**config.mk**
```make
export PLATFORM = sky130hd
export DESIGN_NAME = supply_wdog_reset
export DESIGN_NICKNAME = d
export VERILOG_FILES = /design/src/rtl/swr_pkg.sv /design/src/rtl/swr_sync.sv /design/src/rtl/swr_supply_timer.sv /design/src/rtl/swr_watchdog.sv /design/src/rtl/supply_wdog_reset.sv
export SDC_FILE = /design/constraint.sdc
export NUM_CORES = 1
export LEC_CHECK = 0
export BUFFER_PORTS_ARGS = -buffer_cell sky130_fd_sc_hd__buf_2
export CORE_AREA = 2 2 61 63
export DETAILED_ROUTE_END_ITERATION = 6
export DIE_AREA = 0 0 63 65
export GPL_TIMING_DRIVEN = 1
export PLACE_DENSITY = 0.8
export SLEW_MARGIN = 20
export SYNTH_ARGS = -nofsm -noshare
export SYNTH_HDL_FRONTEND = slang
export SYNTH_SLANG_ARGS = --single-unit
```
**constraint.sdc**
```tcl
create_clock -name clk -period 2.2 [get_ports clk]
set_input_delay 0.44 -clock clk [delete_from_list [all_inputs] [get_ports clk]]
set_output_delay 0.44 -clock clk [all_outputs]
set_load 0.005 [all_outputs]
```
**src/rtl/swr_pkg.sv**
```systemverilog
`timescale 1ns/1ps
package swr_pkg;

    typedef enum logic [1:0] {
        WD_LONG  = 2'b00,
        WD_MID   = 2'b01,
        WD_SHORT = 2'b10,
        WD_OFF   = 2'b11
    } wd_sel_e;

    typedef struct packed {
        logic sup_hold;
        logic wd_pulse;
    } rst_cause_t;

    function automatic int unsigned max3(input int unsigned a, input int unsigned b,
                                         input int unsigned c);
        int unsigned m;
        m = (a > b) ? a : b;
        return (m > c) ? m : c;
    endfunction

endpackage

```
**src/rtl/swr_sync.sv**
```systemverilog
`timescale 1ns/1ps
module swr_sync #(
    parameter logic RST_VAL = 1'b0
) (
    input  logic clk,
    input  logic rst,
    input  logic d_async,
    output logic q
);
    logic s1, s2;

    always_ff @(posedge clk) begin
        if (rst) begin
            s1 <= RST_VAL;
            s2 <= RST_VAL;
        end else begin
            s1 <= d_async;
            s2 <= s1;
        end
    end

    assign q = s2;
endmodule

```
**src/rtl/swr_supply_timer.sv**
```systemverilog
`timescale 1ns/1ps
module swr_supply_timer #(
    parameter int unsigned PWRUP_MS = 200
) (
    input  logic clk,
    input  logic rst,
    input  logic tick,
    input  logic ok_lvl,
    output logic hold
);
    localparam int unsigned PW = $clog2(PWRUP_MS + 1);
    localparam logic [PW-1:0] DONE = PW'(PWRUP_MS);

    logic [PW-1:0] cnt;

    always_ff @(posedge clk) begin
        if (rst || !ok_lvl) begin
            cnt <= '0;
        end else if (tick && (cnt != DONE)) begin
            cnt <= cnt + PW'(1);
        end
    end

    assign hold = (cnt != DONE);
endmodule

```
**src/rtl/swr_watchdog.sv**
```systemverilog
`timescale 1ns/1ps
module swr_watchdog
    import swr_pkg::*;
#(
    parameter int unsigned T_LONG_MS  = 1400,
    parameter int unsigned T_MID_MS   = 600,
    parameter int unsigned T_SHORT_MS = 200,
    parameter int unsigned WDRST_MS   = 200
) (
    input  logic       clk,
    input  logic       rst,
    input  logic       tick,
    input  logic       hold,
    input  logic       wdi_lvl,
    input  logic [1:0] sel,
    output logic       pulse
);
    localparam int unsigned TMAX = max3(T_LONG_MS, T_MID_MS, T_SHORT_MS);
    localparam int unsigned CW   = $clog2(TMAX + 1);
    localparam int unsigned RW   = $clog2(WDRST_MS + 1);
    localparam logic [RW-1:0] PEND = RW'(WDRST_MS - 1);

    logic          prev;
    logic          fall;
    logic          en;
    logic [CW-1:0] lim;
    logic [CW-1:0] cnt;
    logic [RW-1:0] pcnt;

    assign fall = prev & ~wdi_lvl;

    always_comb begin
        en  = 1'b1;
        lim = CW'(1);
        case (wd_sel_e'(sel))
            WD_LONG:  lim = CW'(T_LONG_MS);
            WD_MID:   lim = CW'(T_MID_MS);
            WD_SHORT: lim = CW'(T_SHORT_MS);
            default:  en  = 1'b0;
        endcase
    end

    always_ff @(posedge clk) begin
        if (rst) prev <= 1'b1;
        else     prev <= wdi_lvl;
    end

    always_ff @(posedge clk) begin
        if (rst || hold) begin
            cnt   <= '0;
            pcnt  <= '0;
            pulse <= 1'b0;
        end else if (pulse) begin
            if (tick) begin
                if (pcnt == PEND) begin
                    pulse <= 1'b0;
                    pcnt  <= '0;
                    cnt   <= '0;
                end else begin
                    pcnt <= pcnt + RW'(1);
                end
            end
        end else if (!en || fall) begin
            cnt <= '0;
        end else if (tick) begin
            if (cnt >= lim - CW'(1)) begin
                pulse <= 1'b1;
                pcnt  <= '0;
                cnt   <= '0;
            end else begin
                cnt <= cnt + CW'(1);
            end
        end
    end
endmodule

```
**src/rtl/supply_wdog_reset.sv**
```systemverilog
`timescale 1ns/1ps
module supply_wdog_reset
    import swr_pkg::*;
#(
    parameter int unsigned PWRUP_MS   = 200,
    parameter int unsigned WDRST_MS   = 200,
    parameter int unsigned T_LONG_MS  = 1400,
    parameter int unsigned T_MID_MS   = 600,
    parameter int unsigned T_SHORT_MS = 200
) (
    input  logic       clk,
    input  logic       rst,
    input  logic       tick_1ms,
    input  logic       supply_ok,
    input  logic       wdi_cs,
    input  logic [1:0] wd_sel,
    output logic       rst_out,
    output logic       rst_n_out
);
    logic       ok_lvl;
    logic       wdi_lvl;
    logic       sup_hold;
    logic       wd_pulse;
    rst_cause_t cause;

    swr_sync #(.RST_VAL(1'b0)) u_sync_sup (
        .clk(clk), .rst(rst), .d_async(supply_ok), .q(ok_lvl)
    );

    swr_sync #(.RST_VAL(1'b1)) u_sync_wdi (
        .clk(clk), .rst(rst), .d_async(wdi_cs), .q(wdi_lvl)
    );

    swr_supply_timer #(.PWRUP_MS(PWRUP_MS)) u_sup (
        .clk(clk), .rst(rst), .tick(tick_1ms), .ok_lvl(ok_lvl), .hold(sup_hold)
    );

    swr_watchdog #(
        .T_LONG_MS(T_LONG_MS), .T_MID_MS(T_MID_MS),
        .T_SHORT_MS(T_SHORT_MS), .WDRST_MS(WDRST_MS)
    ) u_wd (
        .clk(clk), .rst(rst), .tick(tick_1ms), .hold(sup_hold),
        .wdi_lvl(wdi_lvl), .sel(wd_sel), .pulse(wd_pulse)
    );

    assign cause.sup_hold = sup_hold;
    assign cause.wd_pulse = wd_pulse;
    assign rst_out   = |cause;
    assign rst_n_out = ~(|cause);
endmodule

```
==> flow_summary.yaml, run 1 <==
route:
  wl_um: 3570
  drtIter0Drc: 88
  drt_first_pass_iters: 4
  num_vias: 1509
  ant_nets: 0
  vias_per_cell: 5.33
  drc: 0
  routedWlPerCell_um: 12.6
floorplan:
  row_count: 22
  fp.dieH_um: 65
  coreArea_um2: 3500
  dieArea_um2: 4100
  initial_utilization_pct: 51.4
  die_w_um: 63
  ios: 9
finish:
  layout-drive-gt1-share_pct: 24.3
  syn2layout_area_growth_pct: 19.6
  nets: 255
  diodes: 0
place:
  place_congestion: 0.931
  dp_hpwl_um: 2430
  io_buffers: 8
  dp_slack_ps: -96.5
clocking:
  clock_sinks: 33
  clk_latency_ps: 340
  hold_buffers: 0
  htree_num_levels: 2
  cts-buffers-inserted: 5
  cts.path.max_buffers: 2
  cts_tree: "done"
  root_buffer: "clkbuf_4"
  clk_pin_slew_ps: 100
outcome:
  failed_checks: "negative setup slack"
  status: "complete, but fails checks"
grt:
  grt_pass1_wl_um: 6070
  grt_max_degree: 17
  grt_pass1_vias: 1411
  grtUsageTotal_pct: 18.9
  antenna_found_initial: 0
  grt_overflow: 0
setup_path:
  crit_fanout: 2
  crit_required_ps: 1760
  r2r_setup_slack_ps: -80
  critPathKind: "register to output port"
  startpoint_type: "register"
  endpoint_kind: "output port"
  crit_arrival_ps: 1880
logic_synthesis:
  ys_seq_area_share_pct: 36.8
  syn_area_um2: 1800
  synth-main-ff-cell: "dfxtp_1"
  synth-seq-cells: 33
  synth.avg_cell_area_um2: 8.60
  synth_nets: 230
  yosysWarnings: 0
  synthArstFlopShare_pct: 0
  synth_edf_count: 0
  synth_cell_type_count: 42
  postSynthCellCount: 209
timing:
  slew_violations: 0
  fin_crit_sh_pct: 105
  worst_pin_slew_ps: 433
  fin_ws_ps: -116
  fin_crit_ps: 2320
  hold_violations: 0
  finalClockSkew_ps: 14.4
  rsz0062_at_grt: "true"
  slew_headroom_pct: 71.0
  finalSetupViolations: 6
  max_freq_mhz: 432
power:
  power.total_mw: 1.14
  p_leak_nw: 0.812
  ir_drop_mv: 0.423
  p_per_area_nw_per_um2: 531
min_path:
  min_path_type: "input pin to register"
job:
  cap_viol_max_count: 0
per-layer routing:
metal | wire length (µm) | GRT usage, % | share of wire, %
met2 | 1630 | 30.6 | 46
met5 | 0 | 0 | 0
met1 | 1750 | 22.3 | 49
met4 | 70 | 10.0 | 2.0
met3 | 123 | 6.25 | 3.4
through the flow:
stage | utilization (%) | TNS [ps] | instances | cell area, µm² | hold WS [ps]
global placement | 55.5 | -372 | 270 | 1940 | 393
CTS | 58.4 | -214 | 279 | 2040 | 272
global route | 61.5 | -952 | 283 | 2150 | 267
finish | 61.5 | -437 | 283 | 2150 | 276
detailed placement | 55.5 | -1250 | 270 | 1940 | 394
floorplan | - | 0 | 209 | 1800 | 389
Yosys cell counts, drive strengths merged, types with 4 or more instances:
cell type   n  area share, %
dfxtp      33             37
nand2      23            4.8
nor2       23            4.8
ha         14            9.7
xor2       13            6.3
nand4      10            3.5
a21oi       9            2.5
nand3       8            2.2
o21ai       8            2.2
or2         8            2.8
inv         6            1.3
buf         5            2.1
nand2b      4            1.4
nor2b       4            1.4
power breakdown:
group | switching, mW | internal, mW
Sequential | 0.00123 | 0.601
Clock | 0.206 | 0.271
Combinational | 0.0343 | 0.0259
state kept, by name, summed over array words and instances (netlist names):
signal	count
u_sync_wdi.s1	1
u_wd.prev	1
u_wd.pulse	1
u_wd.cnt	11
u_sync_wdi.q	1
u_sync_sup.q	1
u_wd.pcnt	8
u_sync_sup.s1	1
u_sup.cnt	8
layout make-up:
type / instances / area (µm²)
Fill cell: 300 / 1350
Multi-Input combinational cell: 164 / 1150
Sequential cell: 33 / 662
Timing Repair Buffer: 24 / 171
Tap cell: 48 / 60.1
Clock buffer: 7 / 55.1
Clock inverter: 1 / 30.0
Inverter: 6 / 22.5
cell usage in the layout (no fill, tap or decap), drive strengths merged, types with 4 or more instances in the layout:
cell	netlist	final
or2	8	8
nand3	8	8
inv	6	6
xor2	13	13
ha	14	14
o21ai	8	8
nand2b	4	4
buf	5	24
nand4	10	10
nand2	23	23
dfxtp	33	33
clkbuf	2	7
nor2b	4	4
a21oi	9	9
nor2	23	23
timing repair:
item                                    CTS  global route
endpoints found under the setup margin    2            17
gates cloned                              0             1
setup buffers                             1             3
hold endpoints to repair                  0             0
gates resized for setup                   4            21
pin swaps                                 0             9
final timing paths:
path         cells past startpoint             to          start
max                              7      rst_n_out   u_sup.cnt[0]
min reg2reg                      1   u_sync_wdi.q  u_sync_wdi.s1
max reg2reg                     10   u_wd.pcnt[0]   u_sup.cnt[0]
min                              2  u_sync_wdi.s1         wdi_cs
worst max-delay path: stages (launching register included):
cell and delay (ps):
dfxtp_2 340, inv_2 80, ha_4 130, nand4b_1 100
or4b_4 510, or2_4 250, inv_2 40, buf_2 90
cell families after synthesis:
| logic type | count (synthesis) | share of synthesized area [%] |
|---|---|---|
| AOI/OAI and AO/OA | 34 | 12.3 |
| xor gates and xnor gates | 16 | 7.80 |
| adders and majority gates | 14 | 9.75 |
| buffers and inverters | 13 | 3.76 |
| DFF | 33 | 36.8 |
| muxes | 1 | 0.557 |
| and+or+nand+nor | 98 | 29.1 |
No activity file was read; power rests on OpenSTA's default activity.
==> run 2, diff against run 1 <==
Settings changed: PLACE_DENSITY 0.8 to 0.85, SKIP_CTS_REPAIR_TIMING from default to 1.
==> flow_summary.yaml, run 2 (same netlist as run 1, synthesis figures left out) <==
outcome:
  status: "complete, but fails checks"
  failed_checks: "negative setup slack"
clocking:
  cts.path.max_buffers: 2
  root_buffer: "clkbuf_4"
  cts_tree: "done"
  clk_pin_slew_ps: 100
  clk_latency_ps: 340
  cts-buffers-inserted: 5
  htree_num_levels: 2
  clock_sinks: 33
grt:
  grt_max_degree: 17
  grt_pass1_vias: 1444
  grt_overflow: 0
  grt_pass1_wl_um: 5970
  antenna_found_initial: 0
  grtUsageTotal_pct: 18.6
finish:
  fin_util_pct: 60.3
  layout_common_cells: "32 x dfxtp_1, 23 x nand2_1, 16 x nor2_1, 13 x xor2_1, 13 x ha_1"
  multi_input_area_um2: 1160
  mostFrequentLayoutCell: "dfxtp_1"
  postLayoutCellArea_um2: 2110
  regArea_um2: 662
  layout-drive-gt1-share_pct: 25.3
  reg.largest.list: "u_wd.cnt: 11 flops, u_sup.cnt: 8 flops, u_wd.pcnt: 8 flops"
  final_cells: 281
  top_register: "u_wd.cnt"
  diodes: 0
  nFillCells: 311
  nets: 253
  syn2layout_area_growth_pct: 17.4
  largest_register_ffs: 11
setup_path:
  crit_fanout: 2
  endpoint_kind: "output port"
  cp_cell_sequence: "inv_2 > ha_4 > nand4b_1 > or4b_4 > or2_4 > inv_2 > buf_2"
  slowest_delay_ps: 540
  crit_required_ps: 1760
  critical_path_buf_inv_count: 3
  startpoint_type: "register"
  crit_arrival_ps: 1910
  cpLargestDelayFamily: "simple AND/OR/NAND/NOR gates"
  slowest_stage: "or4b_4"
  crit_top_cell: "inv_2"
  critPathKind: "register to output port"
timing:
  fin_ws_ps: -151
  fin_crit_sh_pct: 107
  max_freq_mhz: 425
  slew_violations: 0
  rsz0062_at_grt: "true"
  worst_pin_slew_ps: 418
  fin_setup_tns_ps: -626
  finalSetupViolations: 6
  hold_violations: 0
  finalClockSkew_ps: 10.9
  slew_headroom_pct: 72.0
  fin_crit_ps: 2350
place:
  place_congestion: 0.891
  dp_cells: 269
  io_buffers: 8
  dp_hpwl_um: 2470
  place_area_um2: 1930
floorplan:
  die_w_um: 63
  initial_utilization_pct: 51.4
  row_count: 22
  dieArea_um2: 4100
  ios: 9
  fp.dieH_um: 65
  coreArea_um2: 3500
power:
  internal_power_uw: 750
  power.share.switching_pct: 23.8
  pwr-share-comb_pct: 6.2
  power.total_uw: 984
  p_per_area_nw_per_um2: 467
  pwr-share-seq_pct: 61.2
  p_leak_nw: 0.788
  power_switching_uw: 234
  clkPwrFrac_pct: 32.6
  ir_drop_mv: 0.334
route:
  drtIter0Drc: 82
  vias_per_cell: 5.46
  routedWlPerCell_um: 13.3
  drc: 0
  ant_nets: 0
  drt_first_pass_iters: 4
  wl_um: 3730
  num_vias: 1533
min_path:
  min_path_type: "input pin to register"
job:
  cap_viol_max_count: 0
## run 2: worst register-to-register path: cells and delay by family, from the launching register on
family / cells / cell delay [ps]
flip-flops: 1 / 340
buffers and inverters: 3 / 340
adder cells (fa/ha/maj): 1 / 120
AND/OR/NAND/NOR: 4 / 1180
AO/OA/AOI/OAI: 2 / 310
## run 2: final timing paths
path,startpoint,cells past startpoint,end,slack [ps]
max,u_sup.cnt[0],7,rst_n_out,-150
min reg2reg,u_sync_wdi.s1,1,u_sync_wdi.q,420
max reg2reg,u_sup.cnt[0],10,u_wd.pcnt[6],-130
min,wdi_cs,2,u_sync_wdi.s1,280
## run 2: power by group through the flow
stage | clock, mW | sequential [mW] | combinational (mW)
floorplan | 0 | 0.616 | 0.0375
global placement | 0 | 0.616 | 0.0563
detailed placement | 0 | 0.616 | 0.0575
CTS | 0.341 | 0.603 | 0.0577
global route | 0.359 | 0.604 | 0.0694
finish | 0.321 | 0.603 | 0.0609
## run 2: area by class of cell
type	count	share of cell area (%)
Sequential cell	33	31.4
Multi-Input combinational cell	164	55.0
Inverter	6	1.07
Clock buffer	6	1.96
Clock inverter	2	0.474
Timing Repair Buffer	22	7.24
Tap cell	48	2.85
## run 2: per-stage QoR
step | hold WS [ps] | worst slack, ps
detailed placement | 401 | -87.3
global route | 263 | -224
floorplan | 389 | 78.5
CTS | 255 | -262
finish | 275 | -151
global placement | 393 | -53.9
## run 2: metal layers
layer | GRT usage [%] | part of all wire, % | vias to the layer above
li1 | - | - | 784
met3 | 4.69 | 3.1 | 4
met4 | 8.33 | 1.2 | 0
met1 | 21.2 | 46 | 719
met2 | 32.7 | 50 | 26
met5 | 0 | 0 | -
==> run 3, diff against run 2 <==
Settings changed: ABC_AREA from default to 1, CORE_AREA 2 2 61 63 to 2 2 64 66, DIE_AREA 0 0 63 65 to 0 0 66 68, PLACE_DENSITY 0.85 to 0.86.
==> flow_summary.yaml, run 3 <==
finish:
  layout_common_cells: "87 x nand2_1, 53 x inv_1, 50 x nor2_1, 33 x dfxtp_1, 18 x a21oi_1"
  nets: 349
  final_cells: 379
  mostFrequentLayoutCell: "nand2_1"
  diodes: 0
  largest_register_ffs: 11
  top_register: "u_wd.cnt"
  layout-drive-gt1-share_pct: 10.6
  syn2layout_area_growth_pct: 9.20
  reg.largest.list: "u_wd.cnt: 11 flops, u_sup.cnt: 8 flops, u_wd.pcnt: 8 flops"
place:
  io_buffers: 8
  dp_cells: 371
  dp_hpwl_um: 2920
  place_congestion: 0.849
grt:
  grt_overflow: 0
  antenna_found_initial: 0
  grt_pass1_vias: 1743
  grt_max_degree: 16
  grtUsageTotal_pct: 20.0
  grt_pass1_wl_um: 6910
route:
  wl_um: 3870
  routedWlPerCell_um: 10.2
  num_vias: 1868
  drt_first_pass_iters: 4
  drtIter0Drc: 54
  vias_per_cell: 4.93
  ant_nets: 0
  drc: 0
logic_synthesis:
  synth_top_area_cell: "dfxtp_1"
  synth_top_area_share_pct: 32.4
  synthArstFlopShare_pct: 0
  synthAdderAreaFrac_pct: 8.58
  yosysWarnings: 0
  postSynthCellCount: 315
  netlist_top_cells_area: "dfxtp_1 32%, nand2_1 16%, inv_1 9.7%"
  synth-xor-area-share_pct: 1.72
  synth.avg_cell_area_um2: 6.48
  synth-seq-cells: 33
  synthMuxAreaShare_pct: 0
  synth.most_common_cell: "nand2_1"
  synth-simple-area-share_pct: 35.6
  synth_cell_type_count: 27
  synth_top_family_by_area: "simple AND/OR/NAND/NOR gates"
  syn_area_um2: 2040
  synth_nets: 336
  synth-compound-area-share_pct: 10.4
  synthTopCellsByCount: "87 x nand2_1, 53 x inv_1, 50 x nor2_1, 33 x dfxtp_1, 18 x a21oi_1"
  synth-main-ff-cell: "dfxtp_1"
  ys_seq_area_share_pct: 32.4
  synth_edf_count: 0
clocking:
  cts_tree: "done"
  clock_sinks: 33
  clk_pin_slew_ps: 70
  root_buffer: "clkbuf_8"
  cts.path.max_buffers: 2
  clk_latency_ps: 290
  cts-buffers-inserted: 5
  htree_num_levels: 2
floorplan:
  initial_utilization_pct: 52.9
  row_count: 23
  coreArea_um2: 3860
  ios: 9
  dieArea_um2: 4490
  die_w_um: 66
  fp.dieH_um: 68
outcome:
  status: "complete, no violations"
job:
  cap_viol_max_count: 0
timing:
  worst_pin_slew_ps: 263
  finalClockSkew_ps: 4.12
  hold_slack_ps: 334
  slew_violations: 0
  finalSetupViolations: 0
  fin_crit_ps: 1990
  rsz0062_at_grt: "false"
  hold_violations: 0
  max_freq_mhz: 503
  slew_headroom_pct: 82.4
  fin_setup_tns_ps: 0
  fin_crit_sh_pct: 90.3
setup_path:
  critPathKind: "register to output port"
  crit_top_cell: "inv_1"
  slowest_delay_ps: 310
  endpoint_kind: "output port"
  worstRegToRegCells: 9
  crit_fanout: 5
  crit_required_ps: 1760
  slowest_stage: "dfxtp_1"
  startpoint_type: "register"
  crit_arrival_ps: 1550
  cp_cell_sequence: "inv_1 > ha_1 > nand3_1 > nor2_1 > inv_1 > nor2_1 > inv_1 > buf_2"
power:
  power.total_mw: 1.18
  p_per_area_nw_per_um2: 528
  ir_drop_mv: 0.494
  p_leak_nw: 0.960
min_path:
  holdPathStages: 2
  min_path_type: "input pin to register"
run 3: per-layer routing:
layer	global-route usage, %	up-vias	wire, µm
met3	5.59	10	176
met5	0	-	0
met2	34.3	48	1750
met1	22.9	815	1830
li1	-	995	-
met4	9.95	0	116
run 3: logic make-up (layout without fill, tap and decap cells):
| family | after synthesis | after routing |
|---|---|---|
| compound gates | 35 | 35 |
| simple gates | 172 | 172 |
| buf+inv | 57 | 71 |
| xor+xnor | 4 | 4 |
| flops | 33 | 33 |
| fa+ha+maj | 14 | 14 |
run 3: area by class of cell:
type	instances	area, µm²
flip-flops and latches	33	661
fillers	385	1630
clock buffers	7	96.3
well taps	50	62.6
inverters	53	199
multi-input cells	225	1150
repair buffers	10	55.1
clock inverters	1	5.00
run 3: worst max-delay path: cells and delay by family, from the launching register on:
kind	cells	cell delay, ps
buf+inv	4	390
simple gates	3	380
flops	1	310
fa+ha+maj	1	180
run 3: power by group:
part	total, mW	switching, mW	internal, mW
registers	0.603	0.00127	0.602
logic	0.0671	0.0432	0.0239
clock network	0.507	0.225	0.283
total	1.18	0.269	0.908
run 3: worst paths after layout:
path | start | end | slack [ps]
worst max-delay path | u_sup.cnt[0] | rst_out | 210
worst min-delay path | wdi_cs | u_sync_wdi.s1 | 330
worst max register to register | u_wd.cnt[10] | u_wd.pcnt[0] | 390
worst min register to register | u_sync_wdi.s1 | u_sync_wdi.q | 410
run 3: per-stage QoR:
step           worst slack, ps  utilization [%]  area, µm²
3_3_place_gp              65.9             55.2       2130
4_1_cts                    212             57.8       2230
5_1_grt                   69.7             57.8       2230
3_5_place_dp              14.5             55.2       2130
6_report                   213             57.8       2230
2_1_floorplan              296                -       2040
